### config.mk
export PLATFORM = sky130hd
export DESIGN_NAME = phy_mgmt_bus
export DESIGN_NICKNAME = d
export VERILOG_FILES = /design/src/rtl/umb_pkg.sv /design/src/rtl/umb_sync.sv /design/src/rtl/umb_rst_ctl.sv /design/src/rtl/umb_fsm.sv /design/src/rtl/phy_mgmt_bus.sv
export SDC_FILE = /design/constraint.sdc
export NUM_CORES = 1
export LEC_CHECK = 0
export BUFFER_PORTS_ARGS = -buffer_cell sky130_fd_sc_hd__buf_2
export CAP_MARGIN = 20
export CORE_ASPECT_RATIO = 1.5
export CORE_MARGIN = 5
export CORE_UTILIZATION = 52
export DETAILED_ROUTE_END_ITERATION = 10
export PLACE_DENSITY_LB_ADDON = 0.3
export SLEW_MARGIN = 5
export SYNTH_ARGS = -nofsm -noshare
export SYNTH_HDL_FRONTEND = slang
export SYNTH_SLANG_ARGS = --single-unit
### constraint.sdc
create_clock -name clk -period 2.2 [get_ports clk]
set_clock_uncertainty 0.15 [all_clocks]
set_input_delay 0.22 -clock clk [delete_from_list [all_inputs] [get_ports clk]]
set_output_delay 0.22 -clock clk [all_outputs]
set_load 0.05 [all_outputs]
### src/rtl/umb_pkg.sv
package umb_pkg;

    typedef enum logic [2:0] {
        ST_IDLE    = 3'd0,
        ST_LATCH   = 3'd1,
        ST_AHOLD   = 3'd2,
        ST_LEAD    = 3'd3,
        ST_STROBE  = 3'd4,
        ST_TAIL    = 3'd5,
        ST_RELEASE = 3'd6
    } umb_state_e;

    function automatic int unsigned umb_max(input int unsigned a, input int unsigned b);
        return (a > b) ? a : b;
    endfunction

endpackage

### src/rtl/umb_sync.sv
module umb_sync #(
    parameter int STAGES = 2
) (
    input  logic clk,
    input  logic rst_n,
    input  logic d_i,
    output logic q_o
);
    logic [STAGES-1:0] chain;

    always_ff @(posedge clk or negedge rst_n) begin
        if (!rst_n) begin
            chain <= '0;
        end else begin
            chain <= {chain[STAGES-2:0], d_i};
        end
    end

    assign q_o = chain[STAGES-1];
endmodule

### src/rtl/umb_rst_ctl.sv
module umb_rst_ctl #(
    parameter logic RST_VAL = 1'b1
) (
    input  logic clk,
    input  logic rst_n,
    input  logic we_i,
    input  logic val_i,
    output logic rst_o
);
    always_ff @(posedge clk or negedge rst_n) begin
        if (!rst_n) begin
            rst_o <= RST_VAL;
        end else if (we_i) begin
            rst_o <= val_i;
        end
    end

    // the control bit moves only on a write edge
    p_rst_hold_r12: assert property (@(posedge clk) disable iff (!rst_n)
        !$past(we_i) |-> $stable(rst_o));
endmodule

### src/rtl/umb_fsm.sv
module umb_fsm
    import umb_pkg::*;
#(
    parameter int BUS_W     = 8,
    parameter int NUM_CS    = 2,
    parameter int ALE_CYC   = 2,
    parameter int AHOLD_CYC = 1,
    parameter int LEAD_CYC  = 2,
    parameter int STB_CYC   = 15,
    parameter int TAIL_CYC  = 2,
    parameter int DHOLD_CYC = 1
) (
    input  logic                       clk,
    input  logic                       rst_n,
    input  logic                       req_valid,
    input  logic                       req_write,
    input  logic [$clog2(NUM_CS)-1:0]  req_cs,
    input  logic [BUS_W-1:0]           req_addr,
    input  logic [BUS_W-1:0]           req_wdata,
    output logic                       req_ready,
    output logic                       done,
    output logic [BUS_W-1:0]           rdata,
    output logic [BUS_W-1:0]           ad_o,
    output logic                       ad_oe,
    input  logic [BUS_W-1:0]           ad_i,
    output logic                       ale,
    output logic [NUM_CS-1:0]          cs_n,
    output logic                       rd_n,
    output logic                       wr_n
);
    localparam int SEL_W = $clog2(NUM_CS);
    localparam int MAX_D = umb_max(umb_max(umb_max(ALE_CYC, AHOLD_CYC), umb_max(LEAD_CYC, STB_CYC)),
                                   umb_max(TAIL_CYC, DHOLD_CYC));
    localparam int CNT_W = (MAX_D > 1) ? $clog2(MAX_D) : 1;

    umb_state_e        state, nxt;
    logic [CNT_W-1:0]  cnt, cnt_nxt;
    logic              accept;

    logic              cap_wr;
    logic [SEL_W-1:0]  cap_cs;
    logic [BUS_W-1:0]  cap_addr, cap_wdata;
    logic              n_wr;
    logic [SEL_W-1:0]  n_cs;
    logic [BUS_W-1:0]  n_addr, n_wdata;
    logic [NUM_CS-1:0] n_csv;

    function automatic logic [CNT_W-1:0] dur_m1(input umb_state_e s);
        case (s)
            ST_LATCH:   return CNT_W'(ALE_CYC - 1);
            ST_AHOLD:   return CNT_W'(AHOLD_CYC - 1);
            ST_LEAD:    return CNT_W'(LEAD_CYC - 1);
            ST_STROBE:  return CNT_W'(STB_CYC - 1);
            ST_TAIL:    return CNT_W'(TAIL_CYC - 1);
            ST_RELEASE: return CNT_W'(DHOLD_CYC - 1);
            default:    return '0;
        endcase
    endfunction

    // next-state decode
    always_comb begin
        nxt    = state;
        accept = 1'b0;
        unique case (state)
            ST_IDLE: begin
                if (req_valid) begin
                    nxt    = ST_LATCH;
                    accept = 1'b1;
                end
            end
            ST_LATCH:   if (cnt == '0) nxt = ST_AHOLD;
            ST_AHOLD:   if (cnt == '0) nxt = ST_LEAD;
            ST_LEAD:    if (cnt == '0) nxt = ST_STROBE;
            ST_STROBE:  if (cnt == '0) nxt = ST_TAIL;
            ST_TAIL:    if (cnt == '0) nxt = ST_RELEASE;
            ST_RELEASE: if (cnt == '0) nxt = ST_IDLE;
            default:    nxt = ST_IDLE;
        endcase

        if (nxt != state) begin
            cnt_nxt = dur_m1(nxt);
        end else if (cnt != '0) begin
            cnt_nxt = cnt - 1'b1;
        end else begin
            cnt_nxt = cnt;
        end

        n_wr    = accept ? req_write : cap_wr;
        n_cs    = accept ? req_cs    : cap_cs;
        n_addr  = accept ? req_addr  : cap_addr;
        n_wdata = accept ? req_wdata : cap_wdata;

        n_csv       = '1;
        n_csv[n_cs] = 1'b0;
    end

    // state register, request capture, read capture
    always_ff @(posedge clk or negedge rst_n) begin
        if (!rst_n) begin
            state     <= ST_IDLE;
            cnt       <= '0;
            cap_wr    <= 1'b0;
            cap_cs    <= '0;
            cap_addr  <= '0;
            cap_wdata <= '0;
            rdata     <= '0;
        end else begin
            state     <= nxt;
            cnt       <= cnt_nxt;
            cap_wr    <= n_wr;
            cap_cs    <= n_cs;
            cap_addr  <= n_addr;
            cap_wdata <= n_wdata;
            if (state == ST_TAIL && nxt == ST_RELEASE && !cap_wr) begin
                rdata <= ad_i;
            end
        end
    end

    // registered pin outputs, decoded from the next state
    always_ff @(posedge clk or negedge rst_n) begin
        if (!rst_n) begin
            ale       <= 1'b0;
            cs_n      <= '1;
            rd_n      <= 1'b1;
            wr_n      <= 1'b1;
            ad_oe     <= 1'b0;
            ad_o      <= '0;
            req_ready <= 1'b1;
            done      <= 1'b0;
        end else begin
            ale       <= (nxt == ST_LATCH);
            rd_n      <= !(nxt == ST_STROBE && !n_wr);
            wr_n      <= !(nxt == ST_STROBE && n_wr);
            req_ready <= (nxt == ST_IDLE);
            done      <= (state == ST_RELEASE) && (nxt == ST_IDLE);
            unique case (nxt)
                ST_LATCH, ST_AHOLD: begin
                    cs_n  <= n_csv;
                    ad_oe <= 1'b1;
                    ad_o  <= n_addr;
                end
                ST_LEAD, ST_STROBE, ST_TAIL: begin
                    cs_n  <= n_csv;
                    ad_oe <= n_wr;
                    ad_o  <= n_wr ? n_wdata : '0;
                end
                ST_RELEASE: begin
                    cs_n  <= '1;
                    ad_oe <= n_wr;
                    ad_o  <= n_wr ? n_wdata : '0;
                end
                default: begin
                    cs_n  <= '1;
                    ad_oe <= 1'b0;
                    ad_o  <= '0;
                end
            endcase
        end
    end

    // never more than one chip select low
    p_one_cs_r6: assert property (@(posedge clk) disable iff (!rst_n)
        $onehot0(~cs_n));
    // a strobe only inside an active chip select
    p_stb_in_cs_r6: assert property (@(posedge clk) disable iff (!rst_n)
        (!rd_n || !wr_n) |-> !(&cs_n));
    // read and write strobes are exclusive
    p_one_stb_r5: assert property (@(posedge clk) disable iff (!rst_n)
        !(!rd_n && !wr_n));
    // the latch pulse comes with a driven bus and an active select
    p_ale_drive_r3: assert property (@(posedge clk) disable iff (!rst_n)
        ale |-> (ad_oe && !(&cs_n)));
    // the address outlives the latch pulse unchanged
    p_addr_hold_r4: assert property (@(posedge clk) disable iff (!rst_n)
        $fell(ale) |-> (ad_oe && $stable(ad_o)));
    // the bus is released while the read strobe is low
    p_rd_float_r8: assert property (@(posedge clk) disable iff (!rst_n)
        !rd_n |-> !ad_oe);
    // the bus is driven while the write strobe is low
    p_wr_drive_r7: assert property (@(posedge clk) disable iff (!rst_n)
        !wr_n |-> ad_oe);
    // done lasts one cycle
    p_done_pulse_r9: assert property (@(posedge clk) disable iff (!rst_n)
        done |=> !done);
    // an accepted request makes the block busy
    p_accept_r2: assert property (@(posedge clk) disable iff (!rst_n)
        (req_valid && req_ready) |=> !req_ready);
endmodule

### src/rtl/phy_mgmt_bus.sv
module phy_mgmt_bus #(
    parameter int BUS_W     = 8,
    parameter int NUM_CS    = 2,
    parameter int ALE_CYC   = 2,
    parameter int AHOLD_CYC = 1,
    parameter int LEAD_CYC  = 2,
    parameter int STB_CYC   = 15,
    parameter int TAIL_CYC  = 2,
    parameter int DHOLD_CYC = 1,
    parameter int SYNC_STG  = 2
) (
    input  logic                      clk,
    input  logic                      rst_n,
    input  logic                      req_valid,
    input  logic                      req_write,
    input  logic [$clog2(NUM_CS)-1:0] req_cs,
    input  logic [BUS_W-1:0]          req_addr,
    input  logic [BUS_W-1:0]          req_wdata,
    output logic                      req_ready,
    output logic                      done,
    output logic [BUS_W-1:0]          rdata,
    input  logic                      ctl_we,
    input  logic                      ctl_rst_val,
    output logic [BUS_W-1:0]          ad_o,
    output logic                      ad_oe,
    input  logic [BUS_W-1:0]          ad_i,
    output logic                      ale,
    output logic [NUM_CS-1:0]         cs_n,
    output logic                      rd_n,
    output logic                      wr_n,
    output logic                      phy_rst,
    input  logic                      phy_int_i,
    output logic                      phy_int_o
);
    umb_fsm #(
        .BUS_W(BUS_W), .NUM_CS(NUM_CS), .ALE_CYC(ALE_CYC), .AHOLD_CYC(AHOLD_CYC),
        .LEAD_CYC(LEAD_CYC), .STB_CYC(STB_CYC), .TAIL_CYC(TAIL_CYC), .DHOLD_CYC(DHOLD_CYC)
    ) u_fsm (
        .clk(clk), .rst_n(rst_n),
        .req_valid(req_valid), .req_write(req_write), .req_cs(req_cs),
        .req_addr(req_addr), .req_wdata(req_wdata),
        .req_ready(req_ready), .done(done), .rdata(rdata),
        .ad_o(ad_o), .ad_oe(ad_oe), .ad_i(ad_i),
        .ale(ale), .cs_n(cs_n), .rd_n(rd_n), .wr_n(wr_n)
    );

    umb_rst_ctl #(.RST_VAL(1'b1)) u_rst (
        .clk(clk), .rst_n(rst_n), .we_i(ctl_we), .val_i(ctl_rst_val), .rst_o(phy_rst)
    );

    umb_sync #(.STAGES(SYNC_STG)) u_int_sync (
        .clk(clk), .rst_n(rst_n), .d_i(phy_int_i), .q_o(phy_int_o)
    );
endmodule

==> out/qor.txt, run 1 <==
Die Y: 91.0 um
Post-synth ARST share: 100%
Slew @ Worst Pin: 0.640 ns
Vias in the first global route: 1674
Clock sink total: 52
Pleak: 1.29 nW
Number of distinct library cells after synthesis: 42
WL/cell: 16.1 um
Met2 Usage GRT: 27.0%
Syn avg cell area: 12.6 um2
Post-Syn Nets: 214
Drt initial violations: 66
Nets: 284
Vias per Instance: 5.77
Commonest non-fill, non-tap cells in the layout: buf_2 (57), dfrtp_1 (46), mux2_1 (23)
Diodes inserted: 0
Tot Pwr: 4.49 mW
Starting Density: 53.6%
Crit path cell chain: inv_1 > ha_1 > and4bb_2 > nand2_1 > mux2_1
Launching element type of the critical path: register
Via Count: 1720
Gr ovfl total: 0
Max IR drop VDD: 1.14 mV
First-pass GRT wire length: 7.91 mm
Clock slew at the register clock pins of the worst setup and hold paths: 0.09 ns
Slew margin rel.: 57.3%
Core ar.: 0.00425 mm2
Setup crit end kind: register
Crit path kind: register to register
Unrepaired setup endpoints after global routing: false
CTS tree: done
Hold Violations, Final: 0
Placed wire-length estimate: 3.13 mm
Layout area overhead: 25.5%
Worst reg-to-reg setup slack: 0.21 ns
Worst reg2reg path depth: 5
Required time worst endpoint: 2.24 ns
Met1 Usage GRT: 20.8%
Flops & latches, synth: 52
Total number of yosys warnings: 0
R2r endpoint: u_fsm.rdata[5]
Die W: 64.0 um
Worst setup path end: u_fsm.rdata[5]
Initial antenna violation count: 0
Period utilization: 90.6%
Layout cell share with drive strength beyond 1: 34.5%
Total CTS buffers: 5
Final Critical Period: 1.99 ns
Achievable frequency: 502 MHz
Slowest-stage cell, CP: dfrtp_1
Synth Flop Type: dfrtp_1
Max-cap viol count: 0
Number of port buffers: 57
Gr usage total: 17.0%
Netlist Area Pre-Place: 0.00227 mm2
First-pass iteration count of the detailed router: 4
Critical Path AT: 2.03 ns
Row cnt: 29
Crit Reg-Reg Startpoint: u_fsm.cnt[0]
Final cell count without fillers: 298
Largest net degree at the start of global routing: 53
Number of enable flip-flop cells after synthesis: 0
GRT Max-Usage Layer: met2
Ports: 58
Final setup violation count: 0
Worst path max stage delay: 0.42 ns
Gp weighted congestion: 0.857
Met3 usage in global routing: 3.83%
Post-CTS Setup Repair Bufs: 0
Placed cells: 277
# DRC: 0
CP Launch Point: u_fsm.cnt[0]
Clock root cell: clkbuf_8
Area of the die: 0.00582 mm2
ANT nets after route: 0
WL final: 4.78 mm
Mapped Cells: 181
Critical-path maximum fanout: 8
Most common cell after layout, fill and taps aside: buf_2
Clk_lat worst skew: 0.30 ns
Sequential share of the synthesized area: 57.6%
Hold Path Class: input pin to register
PD cells: 1570 mW/mm2
Clock Path Buffers: 2
Final Max Tran Viols: 0
Fin Setup TNS: 0 ns
Status: finished clean
H-tree depth: 2
==> metrics by stage <==
stage	hold WS, ns	cell area [um2]	worst slack (ns)	util, %
2_1_floorplan	-0.226	2270	0.299	-
3_3_place_gp	0.178	2590	0.208	61.1
3_5_place_dp	0.180	2590	0.116	61.1
4_1_cts	0.00130	2840	0.0939	66.9
5_1_grt	0.00619	2850	0.0357	67.2
6_report	0.00939	2850	0.207	67.2
==> registers in the layout, summed over array words and instances (netlist names) <==
name              cells
u_fsm.wr_n            1
u_fsm.cap_addr        8
u_fsm.cs_n            2
u_fsm.ale             1
u_fsm.cap_wr          1
u_fsm.cap_cs          1
u_int_sync.chain      2
u_fsm.ad_o            8
u_fsm.state           3
u_fsm.rd_n            1
u_fsm.cap_wdata       8
u_fsm.cnt             4
u_fsm.req_ready       1
u_fsm.rdata           8
u_fsm.ad_oe           1
u_fsm.done            1
u_rst.rst_o           1
==> worst max-delay path: cells and delay by family, from the launching register on <==
| family | cells | cell delay [ns] |
|---|---|---|
| adder cells (fa/ha/maj) | 1 | 0.24 |
| AND/OR/NAND/NOR | 2 | 0.60 |
| multiplexers | 1 | 0.40 |
| buffers and inverters | 1 | 0.07 |
| flip-flops | 1 | 0.42 |
==> cell families after synthesis <==
logic type / Yosys count / synth area share, %
compound gates: 37 / 11.2
xor+xnor: 2 / 0.771
fa+ha+maj: 1 / 0.550
flops: 52 / 57.6
buf+inv: 16 / 4.57
mux: 28 / 14.1
simple gates: 45 / 11.2
==> worst min path at each step <==
stage / start / end / slack [ns] / cells after the start
6_report: req_wdata[3] / u_fsm.cap_wdata[3] / 0.009 / 2
3_5_place_dp: phy_int_i / u_int_sync.chain[0] / 0.18 / 1
2_1_floorplan: rst_n / u_fsm.ad_o[0] / -0.23 / 0
4_1_cts: req_wdata[7] / u_fsm.cap_wdata[7] / 0.001 / 2
5_1_grt: ctl_we / u_rst.rst_o / 0.006 / 2
3_3_place_gp: phy_int_i / u_int_sync.chain[0] / 0.18 / 1
==> routing by layer <==
| metal | routed length, um | vias up | part of all wire [%] |
|---|---|---|---|
| met5 | 0 | - | 0 |
| met4 | 154 | 0 | 3.2 |
| met3 | 259 | 17 | 5.4 |
| met2 | 2480 | 57 | 52 |
| met1 | 1890 | 846 | 40 |
| li1 | - | 800 | - |
==> cells in the mapped netlist, drive strengths merged (2+ instances only) <==
cell type  number  share of area [%]
nand2b          3               0.83
nand4           8                2.2
clkbuf          5               0.88
buf             9                3.4
and2            2               0.55
nand2           6               0.99
dfstp           6                6.9
a21oi           5                1.1
mux2           27                 14
inv             2               0.33
o21ai          14                3.1
o21a            2               0.66
nor2           11                1.8
nor3b           2               0.88
nor3            7                1.5
a32oi           8                3.1
xnor2           2               0.77
dfrtp          46                 51
==> where the power goes <==
group | switching [mW] | internal (mW) | total [mW]
Sequential | 0.182 | 1.39 | 1.57
Clock | 0.295 | 0.401 | 0.697
Combinational | 1.48 | 0.732 | 2.22
Total | 1.96 | 2.53 | 4.49
==> area by class of cell <==
| cell class | count | area [um2] |
|---|---|---|
| multi-input combinational | 113 | 873 |
| timing repair buffer | 77 | 480 |
| sequential | 52 | 1310 |
| fill | 311 | 1390 |
| tap | 46 | 57.6 |
| clock inverter | 1 | 30.0 |
| clock buffer | 7 | 96.3 |
| inverter | 2 | 7.51 |
==> repair_timing <==
item / in CTS / in global routing
setup endpoints to repair: 0 / 9
hold endpoints to repair: 57 / 1
gates resized for setup: 0 / 1
hold buffers: 12 / 1
Power figures use the tool's default switching activity.
==> run 2, diff against run 1 <==
CORE_UTILIZATION = 53   (was 52)
SYNTH_HIERARCHICAL = 1   (was unset)
==> run 2 against run 1 <==
Effect of this change:
- utilization is 3.3 points higher
- worst hold slack better by 0.0020 ns
- routed wire length is 8.6% higher
- die area is 2.2% higher
- cell area is 5.8% higher
- area after synthesis is 4.5% higher
- clock power is 19% lower
- power is 1.6% higher
- critical endpoint is now u_fsm/rdata[1]
- largest power group unchanged
==> out/qor.txt, run 2 <==
Drt initial violations: 60
Gr ovfl total: 0
Tot Pwr: 4.56 mW
Final setup violation count: 0
Post-Syn Nets: 240
Worst path bufs/invs: 2
Final Critical Period: 2.13 ns
Critical-path maximum fanout: 8
Syn avg cell area: 11.5 um2
Ports: 58
Clk_lat worst skew: 0.31 ns
Layout area overhead: 27.1%
H-tree depth: 2
Fin util: 70.5%
Core ar.: 0.00428 mm2
WL final: 5.20 mm
# DRC: 0
Fill cells: 315
Launching element type of the critical path: register
Starting Density: 55.5%
Vias in the first global route: 1828
Number of enable flip-flop cells after synthesis: 0
Commonest non-fill, non-tap cells in the layout: buf_2 (57), dfrtp_1 (46), o21ai_0 (30)
Placed wire-length estimate: 3.52 mm
Placed cells: 310
Max-cap viol count: 0
R2r endpoint: u_fsm/rdata[1]
Final Max Tran Viols: 0
Critical Path AT: 2.17 ns
Vias per Instance: 5.55
Post-CTS Setup Repair Bufs: 0
Pleak: 1.43 nW
Max IR drop VDD: 0.762 mV
Clock slew at the register clock pins of the worst setup and hold paths: 0.09 ns
Largest net degree at the start of global routing: 32
Clock root cell: clkbuf_8
Final Instance Area: 0.00302 mm2
Placed Area: 0.00279 mm2
Hold path depth: 2
Worst reg-to-reg setup slack: 0.07 ns
Largest delay share family, worst path: simple AND/OR/NAND/NOR gates
Mapped Cells: 207
Fin Setup TNS: 0 ns
Period utilization: 96.6%
Hold Path Class: input pin to register
Nets: 316
First-pass iteration count of the detailed router: 4
Most common cell after layout, fill and taps aside: buf_2
Hold Violations, Final: 0
Slowest-stage cell, CP: or4_4
CTS tree: done
Number of port buffers: 57
Die W: 64.7 um
Row cnt: 29
Clock Path Buffers: 2
Clock sink total: 52
Required time worst endpoint: 2.24 ns
Die Y: 92.0 um
Status: finished clean
Netlist Area Pre-Place: 0.00238 mm2
Slew margin rel.: 45.7%
Number of distinct library cells after synthesis: 36
Unrepaired setup endpoints after global routing: false
Min Hold Slack: 0.0114 ns
DP Worst Slack: 0.00623 ns
Via Count: 1833
Worst path max stage delay: 0.43 ns
Synth Flop Type: dfrtp_1
Crit path kind: register to register
Slew @ Worst Pin: 0.808 ns
CP Launch Point: u_fsm/cnt[1]
Post-synth ARST share: 100%
Crit path cell chain: inv_1 > ha_2 > nor3b_4 > nand2_2 > or4_4 > buf_6 > mux2_4
Layout cell share with drive strength beyond 1: 42.3%
Gr usage total: 18.8%
Share of the synthesized area in the top cell type: 48.4%
Synth cell count leaders: dfrtp_1 (46), o21ai_0 (30), mux2_2 (19)
Flops & latches, synth: 52
Final cell count without fillers: 330
Achievable frequency: 470 MHz
First-pass GRT wire length: 8.76 mm
Area of the die: 0.00595 mm2
Crit Reg-Reg Startpoint: u_fsm/cnt[1]
WHS Endpoint: u_fsm/cap_addr[3]
Post-synth top area cell: dfrtp_1
Setup crit end kind: register
PD cells: 1510 mW/mm2
WL/cell: 15.7 um
Largest cells by area after synthesis: dfrtp_1 (48%), mux2_2 (9.0%), dfstp_2 (6.6%), o21ai_0 (6.3%), mux2_4 (5.7%)
Final setup margin: 0.0745 ns
Worst reg2reg path depth: 7
Hold path start: req_addr[3]
Total number of yosys warnings: 6
Gp weighted congestion: 0.799
Sequential share of the synthesized area: 55.1%
ANT nets after route: 0
Initial antenna violation count: 0
Most numerous cell in the Yosys netlist: dfrtp_1
Total CTS buffers: 5
Diodes inserted: 0
==> run 2: changes by cell type in the layout (fill, tap and decap cells not counted), moves of 6 or more <==
cell,previous run,this run
o21ai_0,4,30
mux2_1,23,0
mux2_2,2,19
inv_1,2,12
nand2_1,6,16
a22oi_1,0,9
o21ai_1,9,0
a32oi_1,8,0
nand4_1,8,0
mux2_4,2,9
nor2_1,11,5
==> run 2: worst max-delay path by stage <==
| stage | endpoint | slack (ns) | depth (start not counted) |
|---|---|---|---|
| 2_1_floorplan | u_fsm/rdata[0] | 0.05 | 7 |
| 3_3_place_gp | u_fsm/ad_o[2] | 0.07 | 7 |
| 3_5_place_dp | u_fsm/ad_o[5] | 0.006 | 7 |
| 4_1_cts | u_fsm/rdata[5] | 0.004 | 7 |
| 5_1_grt | u_fsm/ad_o[7] | 0.01 | 7 |
| 6_report | u_fsm/rdata[1] | 0.07 | 7 |
==> run 2: where the power goes <==
group | total (mW) | switching [mW] | internal [mW]
clock | 0.565 | 0.331 | 0.234
sequential | 1.60 | 0.199 | 1.40
combinational | 2.40 | 1.52 | 0.873
==> run 2: layer usage <==
layer,vias to the layer above,share of wire (%),global-route usage (%)
li1,879,-,-
met2,50,51,32.1
met5,-,0,0
met1,899,43,23.6
met4,0,0.83,6.35
met3,5,5.4,4.03
==> run 2: cell type report <==
cell class	count	area, um2	share of cell area, %
inverters	12	45.0	1.49
clock buffers	5	68.8	2.28
repair buffers	82	532	17.6
clock inverters	3	27.5	0.911
flip-flops and latches	52	1310	43.3
multi-input cells	130	981	32.5
well taps	46	57.6	1.91
==> run 2: kinds of logic after synthesis <==
family                   after synthesis  share of synthesized area, %
XOR/XNOR                               2                         0.737
AND/OR/NAND/NOR                       40                          9.27
buffers and inverters                 25                          4.48
multiplexers                          29                          15.1
flip-flops                            52                          55.1
adder cells (fa/ha/maj)                1                         0.527
AO/OA/AOI/OAI                         58                          14.8
==> run 2: worst register-to-register path, cell delays in order, from the launching register on <==
cell     delay (ns)
dfrtp_1        0.38
inv_1          0.07
ha_2           0.20
nor3b_4        0.22
nand2_2        0.09
or4_4          0.43
buf_6          0.17
mux2_4         0.30
==> run 2: timing repair <==
action / CTS / global route
setup endpoints to repair: 1 / 13
hold buffers: 12 / 0
resized for setup: 1 / 3
endpoints found under the hold margin: 29 / 0
==> run 3, diff against run 2 <==
ABC_AREA = 1   (was unset)
CORE_UTILIZATION = 52   (was 53)
==> run 3 against run 2 <==
Effect of this change:
- cell area is 5.8% lower
- worst hold slack worse by 0.0015 ns
- sequential power is 4% lower
- sequential share of layout area is 2.6 points higher
- highest routed layer unchanged
- clock power is 6.5% lower
- critical path type is now input pin to register
- worst setup slack better by 0.15 ns
- combinational power is 5% higher
- via count is 7.0% lower
- routed wire length is 10% lower
- die area is 1.5% lower
- cell count is 2.1% higher
- area after synthesis is 3.6% lower
==> out/qor.txt, run 3 <==
Number of enable flip-flop cells after synthesis: 0
Achievable frequency: 506 MHz
Worst path max stage delay: 0.55 ns
Clock sink total: 52
Die W: 64.2 um
Crit path cell chain: dlygate4sd3_1 > buf_2 > nand2_1 > dlygate4sd3_1 > nand2_1 > dlygate4sd3_1
PD cells: 1610 mW/mm2
Clk_lat worst skew: 0.30 ns
Final setup violation count: 0
Clock Path Buffers: 2
Pleak: 1.50 nW
Clock root cell: clkbuf_8
Post-synth top area cell: dfrtp_1
Synth Flop Type: dfrtp_1
Area of the die: 0.00586 mm2
Launching element type of the critical path: input pin
Largest cells by area after synthesis: dfrtp_1 (50%), dfstp_2 (6.9%), mux2_2 (6.9%), nand2_1 (6.9%), inv_1 (4.1%)
Gp weighted congestion: 0.811
First-pass GRT wire length: 7.84 mm
Hold Path Class: input pin to register
ANT nets after route: 0
First-pass iteration count of the detailed router: 4
Total number of yosys warnings: 6
Largest family of logic cells by synthesized area: simple AND/OR/NAND/NOR gates
Flops & latches, synth: 52
WL final: 4.68 mm
Most numerous cell in the Yosys netlist: dfrtp_1
Most frequent CP cell: dlygate4sd3_1
Synth Area in Compound Gates: 3.99%
Most common cell after layout, fill and taps aside: buf_2
Number of distinct library cells after synthesis: 29
Slew margin rel.: 63.4%
Vias in the first global route: 1625
Slew @ Worst Pin: 0.550 ns
CTS tree: done
Layout area overhead: 24.2%
Worst path bufs/invs: 4
Adder-cell share of the synthesized area: 0.546%
H-tree depth: 2
Slowest-stage cell, CP: dlygate4sd3_1
Post-synthesis xor/xnor area fraction: 1.15%
Drt initial violations: 18
Share of the synthesized area in the top cell type: 50.2%
Crit path kind: input pin to register
Nets: 323
Critical-path maximum fanout: 1
Ports: 58
Largest net degree at the start of global routing: 30
Placed Area: 0.00261 mm2
Placed wire-length estimate: 3.35 mm
Status: finished clean
Max IR drop VDD: 1.28 mV
Syn avg cell area: 10.7 um2
Number of port buffers: 57
Period utilization: 89.8%
Fill cells: 344
Post-Syn Nets: 248
Commonest non-fill, non-tap cells in the layout: buf_2 (57), dfrtp_1 (46), nand2_1 (42)
Final Max Tran Viols: 0
Gr ovfl total: 0
Row cnt: 29
Post-Synth Simple-Gate Area: 21.5%
Initial antenna violation count: 0
Total CTS buffers: 5
Setup crit end kind: register
Final Critical Period: 1.97 ns
Final Instance Area: 0.00285 mm2
Via Count: 1705
Required time worst endpoint: 2.28 ns
Die Y: 91.3 um
Layout cell share with drive strength beyond 1: 38.5%
Netlist Area Pre-Place: 0.00229 mm2
Hold Violations, Final: 0
Vias per Instance: 5.06
Max-cap viol count: 0
Core ar.: 0.00425 mm2
WL/cell: 13.9 um
Unrepaired setup endpoints after global routing: false
Critical Path AT: 2.06 ns
Fin Setup TNS: 0 ns
Gr usage total: 16.8%
# DRC: 0
Sequential share of the synthesized area: 57.1%
Tot Pwr: 4.59 mW
Clock slew at the register clock pins of the worst setup and hold paths: 0.09 ns
Largest delay share family, worst path: buffers and inverters
Mapped Cells: 215
Synth cell count leaders: dfrtp_1 (46), nand2_1 (42), inv_1 (25)
Diodes inserted: 0
Post-synthesis mux area share: 8.19%
Starting Density: 54.0%
Post-synth ARST share: 100%
-- run 3: changes by cell type after synthesis, moves of 6 or more --
cell	before	now
clkbuf_1	8	0
nand2_1	16	42
nor3_1	6	0
nand4_1	0	9
a22oi_1	9	0
mux2_4	9	2
inv_1	12	25
o21ai_0	30	2
o21ai_1	0	9
nand3_1	0	18
-- run 3: cells by family (layout without fill, tap and decap cells) --
family                   Yosys count  after routing
AO/OA/AOI/OAI                     16             16
multiplexers                      16             16
XOR/XNOR                           3              3
flip-flops                        52             52
AND/OR/NAND/NOR                   91             91
adder cells (fa/ha/maj)            1              1
buffers and inverters             36            112
-- run 3: power by group --
part	internal (mW)	leakage (nW)	switching, mW
Combinational	0.773	0.837	1.76
Clock	0.227	0.0414	0.302
Sequential	1.37	0.623	0.156
-- run 3: layer usage --
metal	GRT usage (%)	part of all wire, %	up-vias
met5	0	0	-
li1	-	-	844
met1	20.3	37	808
met2	29.5	57	47
met3	3.46	5.2	6
met4	5.60	1.5	0
-- run 3: path summary, 6_finish.rpt --
kind                       cells after the start  slack [ns]             endpoint                start
setup / recovery                               6        0.23          u_rst/rst_o          ctl_rst_val
hold / removal                                 2        0.01    u_fsm/cap_addr[2]          req_addr[2]
setup reg to reg                              10        0.24        u_fsm/cs_n[0]         u_fsm/cnt[0]
hold reg to reg                                0        0.22  u_int_sync/chain[1]  u_int_sync/chain[0]
max in group asynchronous                      3        1.09         u_fsm/cnt[1]                rst_n
min in group asynchronous                      2        0.28        u_fsm/ad_o[2]                rst_n
-- run 3: cell type report --
class | count | area (um2) | share of cell area [%]
Sequential cell | 52 | 1310 | 46.0
Inverter | 30 | 113 | 3.96
Clock buffer | 6 | 72.6 | 2.55
Timing Repair Buffer | 74 | 460 | 16.2
Tap cell | 46 | 57.6 | 2.02
Multi-Input combinational cell | 127 | 818 | 28.7
Clock inverter | 2 | 16.3 | 0.571
-- run 3: stage by stage --
step / setup WS, ns / cells / utilization [%] / hold slack, ns
2_1_floorplan: 0.420 / 215 / - / -0.226
3_3_place_gp: 0.220 / 315 / 61.5 / 0.0812
3_5_place_dp: 0.140 / 315 / 61.5 / 0.0850
4_1_cts: 0.129 / 336 / 66.6 / 0.000528
5_1_grt: 0.0670 / 337 / 67.0 / 0.00265
6_report: 0.225 / 337 / 67.0 / 0.00986
-- run 3: what timing repair did --
action	in CTS	in global routing
resized for setup	0	1
setup endpoints to repair	0	2
hold buffers	13	1
hold endpoints to repair	27	1
setup buffers	0	0
